### src/rtl/sreg_port.sv
module sreg_port #(
  parameter int DATA_W = 24,
  parameter int CMD_W  = 8,
  parameter int ADDR_W = 5,
  parameter int SYNC_N = 2
) (
  input  logic              clk,
  input  logic              rst_n,
  input  logic              sclk,
  input  logic              sdi,
  input  logic              cs_n,
  output logic              sdo,
  output logic              op_stb,
  output logic [CMD_W-1:0]  op_code,
  output logic              rf_we,
  output logic [ADDR_W-1:0] rf_addr,
  output logic [DATA_W-1:0] rf_wdata
);
  localparam int NREG  = 1 << ADDR_W;
  localparam int CNT_W = $clog2(DATA_W);

  typedef enum logic [1:0] {S_CMD, S_RD, S_WR} st_t;

  logic [SYNC_N-1:0] sclk_q, sdi_q, csn_q;
  logic              sclk_prev;
  st_t               st;
  logic [CNT_W-1:0]  cnt;
  logic [CMD_W-1:0]  cmd_sh;
  logic [DATA_W-1:0] tx, rx;
  logic [DATA_W-1:0] regs [NREG];

  wire sclk_s  = sclk_q[SYNC_N-1];
  wire sdi_s   = sdi_q[SYNC_N-1];
  wire cs_idle = csn_q[SYNC_N-1];
  wire rise    = sclk_s & ~sclk_prev;
  wire fall    = ~sclk_s & sclk_prev;

  wire [CMD_W-1:0]  cmd_next = {cmd_sh[CMD_W-2:0], sdi_s};
  wire [DATA_W-1:0] rx_next  = {rx[DATA_W-2:0], sdi_s};
  wire [ADDR_W-1:0] cmd_addr = cmd_next[ADDR_W:1];
  wire last_cmd = (cnt == CNT_W'(CMD_W - 1));
  wire last_dat = (cnt == CNT_W'(DATA_W - 1));

  always_ff @(posedge clk) begin
    if (!rst_n) begin
      sclk_q    <= '0;
      sdi_q     <= '0;
      csn_q     <= '1;
      sclk_prev <= 1'b0;
    end else begin
      sclk_q    <= {sclk_q[SYNC_N-2:0], sclk};
      sdi_q     <= {sdi_q[SYNC_N-2:0], sdi};
      csn_q     <= {csn_q[SYNC_N-2:0], cs_n};
      sclk_prev <= sclk_s;
    end
  end

  always_ff @(posedge clk) begin
    if (!rst_n) begin
      st       <= S_CMD;
      cnt      <= '0;
      cmd_sh   <= '0;
      tx       <= '0;
      rx       <= '0;
      sdo      <= 1'b0;
      op_stb   <= 1'b0;
      op_code  <= '0;
      rf_we    <= 1'b0;
      rf_addr  <= '0;
      rf_wdata <= '0;
      for (int i = 0; i < NREG; i++) regs[i] <= '0;
    end else begin
      op_stb <= 1'b0;
      rf_we  <= 1'b0;
      if (cs_idle) begin
        st  <= S_CMD;
        cnt <= '0;
        sdo <= 1'b0;
      end else begin
        if (fall) begin
          if (st == S_RD) begin
            sdo <= tx[DATA_W-1];
            tx  <= tx << 1;
          end else begin
            sdo <= 1'b0;
          end
        end
        if (rise) begin
          case (st)
            S_CMD: begin
              cmd_sh <= cmd_next;
              if (last_cmd) begin
                cnt <= '0;
                if (cmd_next[CMD_W-1]) begin
                  op_stb  <= 1'b1;
                  op_code <= cmd_next;
                end else begin
                  rf_addr <= cmd_addr;
                  if (cmd_next[CMD_W-2]) begin
                    st <= S_WR;
                  end else begin
                    st <= S_RD;
                    tx <= regs[cmd_addr];
                  end
                end
              end else begin
                cnt <= cnt + 1'b1;
              end
            end
            S_RD: begin
              if (last_dat) begin
                cnt <= '0;
                st  <= S_CMD;
              end else begin
                cnt <= cnt + 1'b1;
              end
            end
            default: begin
              rx <= rx_next;
              if (last_dat) begin
                regs[rf_addr] <= rx_next;
                rf_wdata      <= rx_next;
                rf_we         <= 1'b1;
                cnt           <= '0;
                st            <= S_CMD;
              end else begin
                cnt <= cnt + 1'b1;
              end
            end
          endcase
        end
      end
    end
  end
endmodule

### config.mk
export PLATFORM = sky130hd
export DESIGN_NAME = sreg_port
export DESIGN_NICKNAME = d
export VERILOG_FILES = /design/src/rtl/sreg_port.sv
export SDC_FILE = /design/constraint.sdc
export NUM_CORES = 1
export LEC_CHECK = 0
export BUFFER_PORTS_ARGS = -buffer_cell sky130_fd_sc_hd__buf_2
export CAP_MARGIN = 0
export CORE_MARGIN = 1.5
export CORE_UTILIZATION = 63
export DETAILED_ROUTE_END_ITERATION = 10
export PLACE_DENSITY = 0.85
export SYNTH_ARGS = -nofsm -noshare
export SYNTH_HDL_FRONTEND = slang
export SYNTH_SLANG_ARGS = --single-unit
### constraint.sdc
create_clock -name clk -period 5 [get_ports clk]
set_input_delay 1 -clock clk [delete_from_list [all_inputs] [get_ports clk]]
set_output_delay 1 -clock clk [all_outputs]
set_load 0.01 [all_outputs]
# --- After elaboration in Yosys (flattened, before gate mapping) ---
# Memories as Yosys holds them, arrays and structs flattened. A register that Yosys moved wholly into a read port is not among the register bits.
# Index checks and enable logic that the tools add are counted.
totals:
  regBits: 108
  latchBits: 0
  ram_bits: 768
  romBits: 0
  in_bits: 5
  wordCells: 74
  n_memories: 1
memory_table:
  columns: ["memory", "depth", "word_bits", "read_ports", "rd_ports_with_merged_regs", "write_ports", "line", "text"]
  rows:
  - ["regs", 32, 24, 1, 1, 32, "30", "logic [DATA_W-1:0] regs [NREG];"]
classes:
  add_sub_neg: 1
  multipliers: 0
  div_mod_pow: 0
  order_cmp: 0
  n_eq_ne: 5
  n_shift: 0
  n_mux: 29
  n_bitwise: 11
  reduce_logical: 12
ops:
  columns: ["op", "n"]
  rows:
  - ["24-bit 2-to-1 mux", 8]
  - ["5-bit 2-to-1 mux", 6]
  - ["24-bit OR reduction", 1]
  - ["1-bit 2-to-1 mux", 10]
  - ["2-bit 2-to-1 mux", 5]
  - ["5-bit AND reduction", 2]
  - ["1-bit inverter", 9]
  - ["4-bit AND reduction", 2]
  - ["3-bit AND reduction", 2]
  - ["5-bit by 1-bit adder with 5-bit output (second input constant)", 1]
  - ["5-bit by 3-bit equality test with 1-bit output (second input constant)", 1]
  - ["5-bit equality test (second input constant)", 1]
  - ["5-bit OR reduction", 1]
  - ["2-bit != test (second input constant)", 2]
  - ["2-bit OR reduction", 2]
  - ["1-bit bitwise AND", 2]
  - ["2-bit by 1-bit equality test with 1-bit output (second input constant)", 1]
  - ["2-bit logical NOT", 1]
  - ["2-bit nonzero test", 1]

# --- Depth between registers and ports, before layout ---
# Gate-level depths: netlist (run 1).
depth:
  depth_word: 9
  depth_mapped: 10
  mapped_depth_nobuf: 6

# --- Worst setup path after synthesis (run 1) ---
# OpenSTA, ideal clock, no wires.
synth_timing:
  path_kind: "in2reg"
  startpoint: "input port rst_n"
  endpoint: "memory regs[10][0] (enable)"
  t_arrival_ps: 3400
  path_slack_ps: 1161
  cell_stages: 3
  n_path_buf: 1
  path_cell_list: "clkbuf_1 nand3_1 o21ai_0"
synth_rtl:
  columns: ["item", "line", "text"]
  rows:
  - ["start: declaration", "8", "input logic rst_n,"]
  - ["end: declaration", "30", null]

==> impl_metrics.toml, run 1 <==
[synth]
yosysTopAreaCellShare = 0.584
yosys_warnings = 0
synth_top_area_cell = "edfxtp_1"
synth-adder-area-share = 0.000317
synth_top_family_by_area = "simple AND/OR/NAND/NOR gates"
synth_edf_count = 768
synth_flop_cell = "edfxtp_1"
yosys-top-cells-area = "edfxtp_1 58%, and2_1 12%, mux4_2 7.5%"
yosys.cell_count.top_type = "and2_1"
synth_area_mm2 = 0.0395
synth_nets = 2790
yosysUniqueCellTypes = 59
synth.area.mux_share = 0.116
synth_top_cells_by_count = "776 x and2_1, 768 x edfxtp_1, 177 x clkbuf_1"
postSynthCellCount = 2784
syn_avg_cell_area_um2 = 14.2
ys_ff_latch = 881
synth_compound_area_frac = 0.0555
ys_seq_area_frac = 0.641
ys_async_sr_fraction = 0
yosys.area_share.simple = 0.155
synth-xor-area-share = 0.000887

[timing]
fin_crit_sh = 0.670
relSlewSlack = 0.0437
worst_pin_slew_ns = 1.43
setup_tns_ns = 0
hold_viol_final = 0
rsz0062_at_grt = "no"
fin_crit_ns = 3.35
fmax_ghz = 0.299
fin_skew_ns = 0.0212
final-setup-viol-count = 0
drv_slew = 0
finalWorstSetupSlack_ns = 1.65

[power_and_ir_drop]
switching_power_mw = 2.98
p_total_mw = 14.6
p_seq_frac = 0.566
comb_power_share = 0.025
switching_share = 0.203
clockPowerShare = 0.410
power.internal_mw = 11.7
leakage_nw = 14.8
p_per_area_mw_per_mm2 = 340
peakVddDrop_mv = 0.323

[clocking]
cts_max_path_buffers = 3
cts_num_sinks = 881
post_cts_resized = 0
clk_pin_slew_ns = 0.06
postCtsSetupBuffers = 0
cts_tree = "done"
cts_buffers = 82
clkLatencyLatePin_ns = 0.63
cts.hold.buffers_added = 0
clock-root-buffer = "clkbuf_16"
htreeDepth = 3

[grt]
grt_util_all_layers = 0.316
grt_max_degree = 85
grt_pass1_vias = 24010
grt_pass1_wl_um = 149000
overflow = 0
antenna_found_initial = 1

[setup_path]
path_buf_inv = 1
cp.required_ns = 5.57
crit_type = "flop to flop"
crit_path_cell_trace = "buf_4, mux2i_1, a221oi_1, o21ai_0, a31oi_1, a32o_1"
cp_max_fo = 42
start_kind = "flop"
slowest_stage = "dfxtp_4"
slowest_delay_ns = 1.01
end_kind = "flop"
cp_data_arrival_time_ns = 3.92
critical-path-top-delay-family = "compound AO/OA/AOI/OAI gates"

[final_layout]
seq_area_mm2 = 0.0253
finalNetCount = 2766
n_fill_cell = 3756
num_antenna_cells = 0
layout-drive-gt1-share = 0.165
syn_to_final_growth_pct = 9.03
multi_input_area_mm2 = 0.0131

[routing]
wl_per_cell_um = 27.3
dr.first_iter.drc_count = 3559
num_vias = 24210
dr.pass1.iters = 6
drt_wl_total_um = 100000
viasPerCell = 6.61
antenna_left = 0
drcViolationCount = 0

[die]
dieArea_mm2 = 0.0642
ioPinCount = 45
die_w_um = 253
core_mm2 = 0.0618
rows = 91
die_h_um = 253
initial_utilization = 0.639

[status]
status = "complete, no violations"

[placed_design]
place_congestion = 0.929
post-dp-hpwl_um = 60000
io_buffers = 44
pre_cts_slack_ns = 1.61

[flow_run]
cap_violations = 0

[hold_path]
holdCritPathClass = "flop to flop"
-- stage by stage --
| step | hold slack (ns) | util | std cells | instance area, um2 |
|---|---|---|---|---|
| 3_3_place_gp | 0.392 | 0.656 | 3513 | 40500 |
| 5_1_grt | 0.434 | 0.697 | 3661 | 43100 |
| 6_report | 0.415 | 0.697 | 3661 | 43100 |
| 2_1_floorplan | 0.386 | - | 2784 | 39500 |
| 3_5_place_dp | 0.408 | 0.656 | 3513 | 40500 |
| 4_1_cts | 0.422 | 0.697 | 3661 | 43100 |
-- cell type report --
cell class / instances / area share
flip-flops and latches: 881 / 0.588
repair buffers: 149 / 0.0246
inverters: 3 / 0.000261
clock inverters: 42 / 0.00825
multi-input cells: 1643 / 0.304
well taps: 837 / 0.0243
clock buffers: 106 / 0.0505
-- placed cells by master (no fill, tap or decap), types with 16 or more instances in the layout --
cell / n
edfxtp_1: 768
clkbuf_16: 83
a221o_1: 16
mux2i_1: 146
nor2_1: 29
o21ai_0: 28
buf_2: 43
buf_4: 102
clkinv_1: 16
nand2_1: 142
mux4_2: 132
a221oi_1: 50
a21boi_0: 55
a22o_1: 27
clkbuf_1: 21
o21ai_2: 32
dfxtp_1: 108
a21oi_1: 29
and2_1: 776
-- flip-flops by register name, summed over array words and instances, names as in the netlist, 2 cells and up, named ones only --
signal    flops
rf_addr       5
tx           24
sclk_q        2
st            2
regs        768
sdi_q         2
cmd_sh        7
op_code       8
cnt           5
rf_wdata     24
rx           23
csn_q         2
-- power by group through the flow --
stage	logic (mW)	clock network (mW)	registers [mW]
final	0.361	6.00	8.28
after global routing	0.377	6.26	8.29
after CTS	0.355	6.00	8.28
after detailed placement	0.351	0	8.43
after global placement	0.344	0	8.41
after floorplan	0.218	0	8.41
-- worst reg2reg max path, delay by kind of cell (launching register included) --
kind / cells / cell delay, ns
AOI/OAI and AO/OA: 4 / 1.56
buffers and inverters: 1 / 0.56
DFF: 1 / 1.01
muxes: 1 / 0.17
-- metal layers --
metal | wire length [um] | GRT usage | part of all wire
met1 | 35900 | 0.432 | 0.36
met2 | 45800 | 0.481 | 0.46
met3 | 13000 | 0.0728 | 0.13
met4 | 5340 | 0.160 | 0.053
met5 | 0 | 0 | 0
-- cell families (layout without fill, tap and decap cells) --
family,Yosys count,count (layout)
XOR/XNOR,4,4
AO/OA/AOI/OAI,305,305
flip-flops,881,881
AND/OR/NAND/NOR,1043,1043
multiplexers,290,290
adder cells (fa/ha/maj),1,1
buffers and inverters,260,300
-- path summary, 6_finish.rpt --
check / from / to / slack [ns] / depth (start not counted)
setup / recovery: flop / tx[4]$_SDFFE_PN0N_ / 1.65 / 6
hold / removal: csn_q[0]$_SDFF_PN1_ / csn_q[1]$_SDFF_PN1_ / 0.41 / 1
setup reg to reg: flop / tx[4]$_SDFFE_PN0N_ / 1.65 / 6
hold reg to reg: csn_q[0]$_SDFF_PN1_ / csn_q[1]$_SDFF_PN1_ / 0.41 / 1
Power figures use the tool's default switching activity.
==> run 2: changes to the inputs <==
--- a/config.mk
+++ b/config.mk
@@ -8,9 +8,9 @@
 export BUFFER_PORTS_ARGS = -buffer_cell sky130_fd_sc_hd__buf_2
 export CAP_MARGIN = 0
 export CORE_MARGIN = 1.5
-export CORE_UTILIZATION = 63
+export CORE_UTILIZATION = 57
 export DETAILED_ROUTE_END_ITERATION = 10
-export PLACE_DENSITY = 0.85
+export PLACE_DENSITY = 0.81
 export SYNTH_ARGS = -nofsm -noshare
 export SYNTH_HDL_FRONTEND = slang
 export SYNTH_SLANG_ARGS = --single-unit
==> constraint.sdc (replaced) <==
create_clock -name clk -period 2.9 [get_ports clk]
set_input_delay 0.58 -clock clk [delete_from_list [all_inputs] [get_ports clk]]
set_output_delay 0.58 -clock clk [all_outputs]
set_load 0.01 [all_outputs]
==> run 2 against run 1 <==
  * Count of clock-buffer cells in the layout down 1
  * Sequential power up 73%
  * Die area up 10%
  * Hold slack worse by 0.30 ns
  * Final area up 3.0%
  * Maximum frequency up 23%
  * Register-to-register slack worse by 1.5 ns
  * Core utilization down 5.0 points
  * Flip-flop and latch count unchanged
  * Critical endpoint is now regs[10][16]$_SDFFCE_PN0P_
  * Largest cell class unchanged
==> impl_metrics.toml, run 2 (same netlist as run 1, synthesis figures left out) <==
[timing]
fin_crit_ns = 2.73
fmax_ghz = 0.366
fin_crit_sh = 0.941
holdWs_ns = 0.113
hold_viol_final = 0
relSlewSlack = 0.249
fin_skew_ns = 0.0293
final-setup-viol-count = 0
setup_tns_ns = 0
worst_pin_slew_ns = 1.12
rsz0062_at_grt = "no"
drv_slew = 0
finalWorstSetupSlack_ns = 0.171

[routing]
num_vias = 24013
drt_wl_total_um = 103000
viasPerCell = 6.28
dr.first_iter.drc_count = 3341
drcViolationCount = 0
antenna_left = 0
dr.pass1.iters = 6
wl_per_cell_um = 27.0

[final_layout]
finalInstanceArea_mm2 = 0.0443
layout_common_cells = "776 x and2_1, 768 x edfxtp_1, 146 x mux2i_1"
fin_util = 0.647
largestRegisters = "regs (768), rf_wdata (24), tx (24)"
largest_reg_flops = 768
layout-drive-gt1-share = 0.187
finalNetCount = 2827
syn_to_final_growth_pct = 12.3
final_common_cell = "and2_1"
n_fill_cell = 4631
stdcell_count = 3826
top_register = "regs"

[setup_path]
cp_data_arrival_time_ns = 3.23
crit_path_cell_trace = "ha_1, and3b_1, and3_1, nand3b_2, buf_4, nor2_1, buf_4, and2_1"
cp.required_ns = 3.40
end_kind = "flop"
slowest_stage = "dfxtp_1"
critical-path-top-delay-family = "simple AND/OR/NAND/NOR gates"
cp_max_fo = 24
slowest_delay_ns = 0.41
start_kind = "flop"
cp_common_cell = "buf_4"
crit_type = "flop to flop"
path_buf_inv = 2

[status]
status = "complete, no violations"

[placed_design]
post-place-cells = 3665
post-dp-hpwl_um = 64000
pre_cts_slack_ns = 0.180
io_buffers = 44
place_congestion = 0.986
placed_cell_area_mm2 = 0.0416

[clocking]
cts_tree = "done"
clkLatencyLatePin_ns = 0.65
cts_max_path_buffers = 3
htreeDepth = 3
cts_num_sinks = 881
post_cts_resized = 0
cts_buffers = 85
clock-root-buffer = "clkbuf_16"
clk_pin_slew_ns = 0.06
postCtsSetupBuffers = 0
cts.hold.buffers_added = 0

[die]
die_w_um = 266
ioPinCount = 45
rows = 96
initial_utilization = 0.576
die_h_um = 266
core_mm2 = 0.0686
dieArea_mm2 = 0.0709

[grt]
grt_max_degree = 81
grt_pass1_wl_um = 153000
grt_util_all_layers = 0.295
antenna_found_initial = 4
overflow = 0
grt_pass1_vias = 23766

[hold_path]
holdCritPathClass = "primary input to flop"

[power_and_ir_drop]
peakVddDrop_mv = 0.464
p_total_mw = 26.0
leakage_nw = 15.4
p_per_area_mw_per_mm2 = 586

[flow_run]
cap_violations = 0
run 2: changes by cell type in the layout (fill, tap and decap cells not counted), moves of 3 or more:
cell	previous run	this run
buf_12	4	42
buf_4	102	122
clkbuf_1	21	9
clkbuf_16	83	89
clkbuf_2	0	3
clkbuf_8	1	4
clkinv_1	16	21
clkinv_2	14	18
clkinvlp_4	1	5
run 2: worst paths after layout:
check / from / end / slack (ns) / depth (start not counted)
max: cnt[0]$_SDFFE_PP0N_ / regs[10][16]$_SDFFCE_PN0P_ / 0.17 / 8
min: cs_n / csn_q[0]$_SDFF_PN1_ / 0.11 / 2
max reg2reg: cnt[0]$_SDFFE_PP0N_ / regs[10][16]$_SDFFCE_PN0P_ / 0.17 / 8
min reg2reg: csn_q[0]$_SDFF_PN1_ / csn_q[1]$_SDFF_PN1_ / 0.41 / 1
run 2: per-layer routing:
| metal | share of wire | global-route usage |
|---|---|---|
| met3 | 0.11 | 0.0555 |
| met4 | 0.042 | 0.125 |
| met5 | 0 | 0 |
| met1 | 0.38 | 0.408 |
| met2 | 0.47 | 0.463 |
run 2: area by class of cell:
type                       instances  area [um2]  share of cell area
antenna                            1        2.50           0.0000564
clock inverter                    55         438             0.00988
inverter                           3        11.3            0.000254
multi-input combinational       1643       13100               0.295
clock buffer                     105        2330              0.0526
timing repair buffer             207        1970              0.0445
sequential                       881       25300               0.571
tap                              931        1160              0.0263
run 2: report_power, final:
group	total, mW	switching (mW)	internal, mW
Clock	11.1	4.79	6.26
Combinational	0.690	0.432	0.258
Sequential	14.3	0.130	14.1
Total	26.0	5.35	20.7
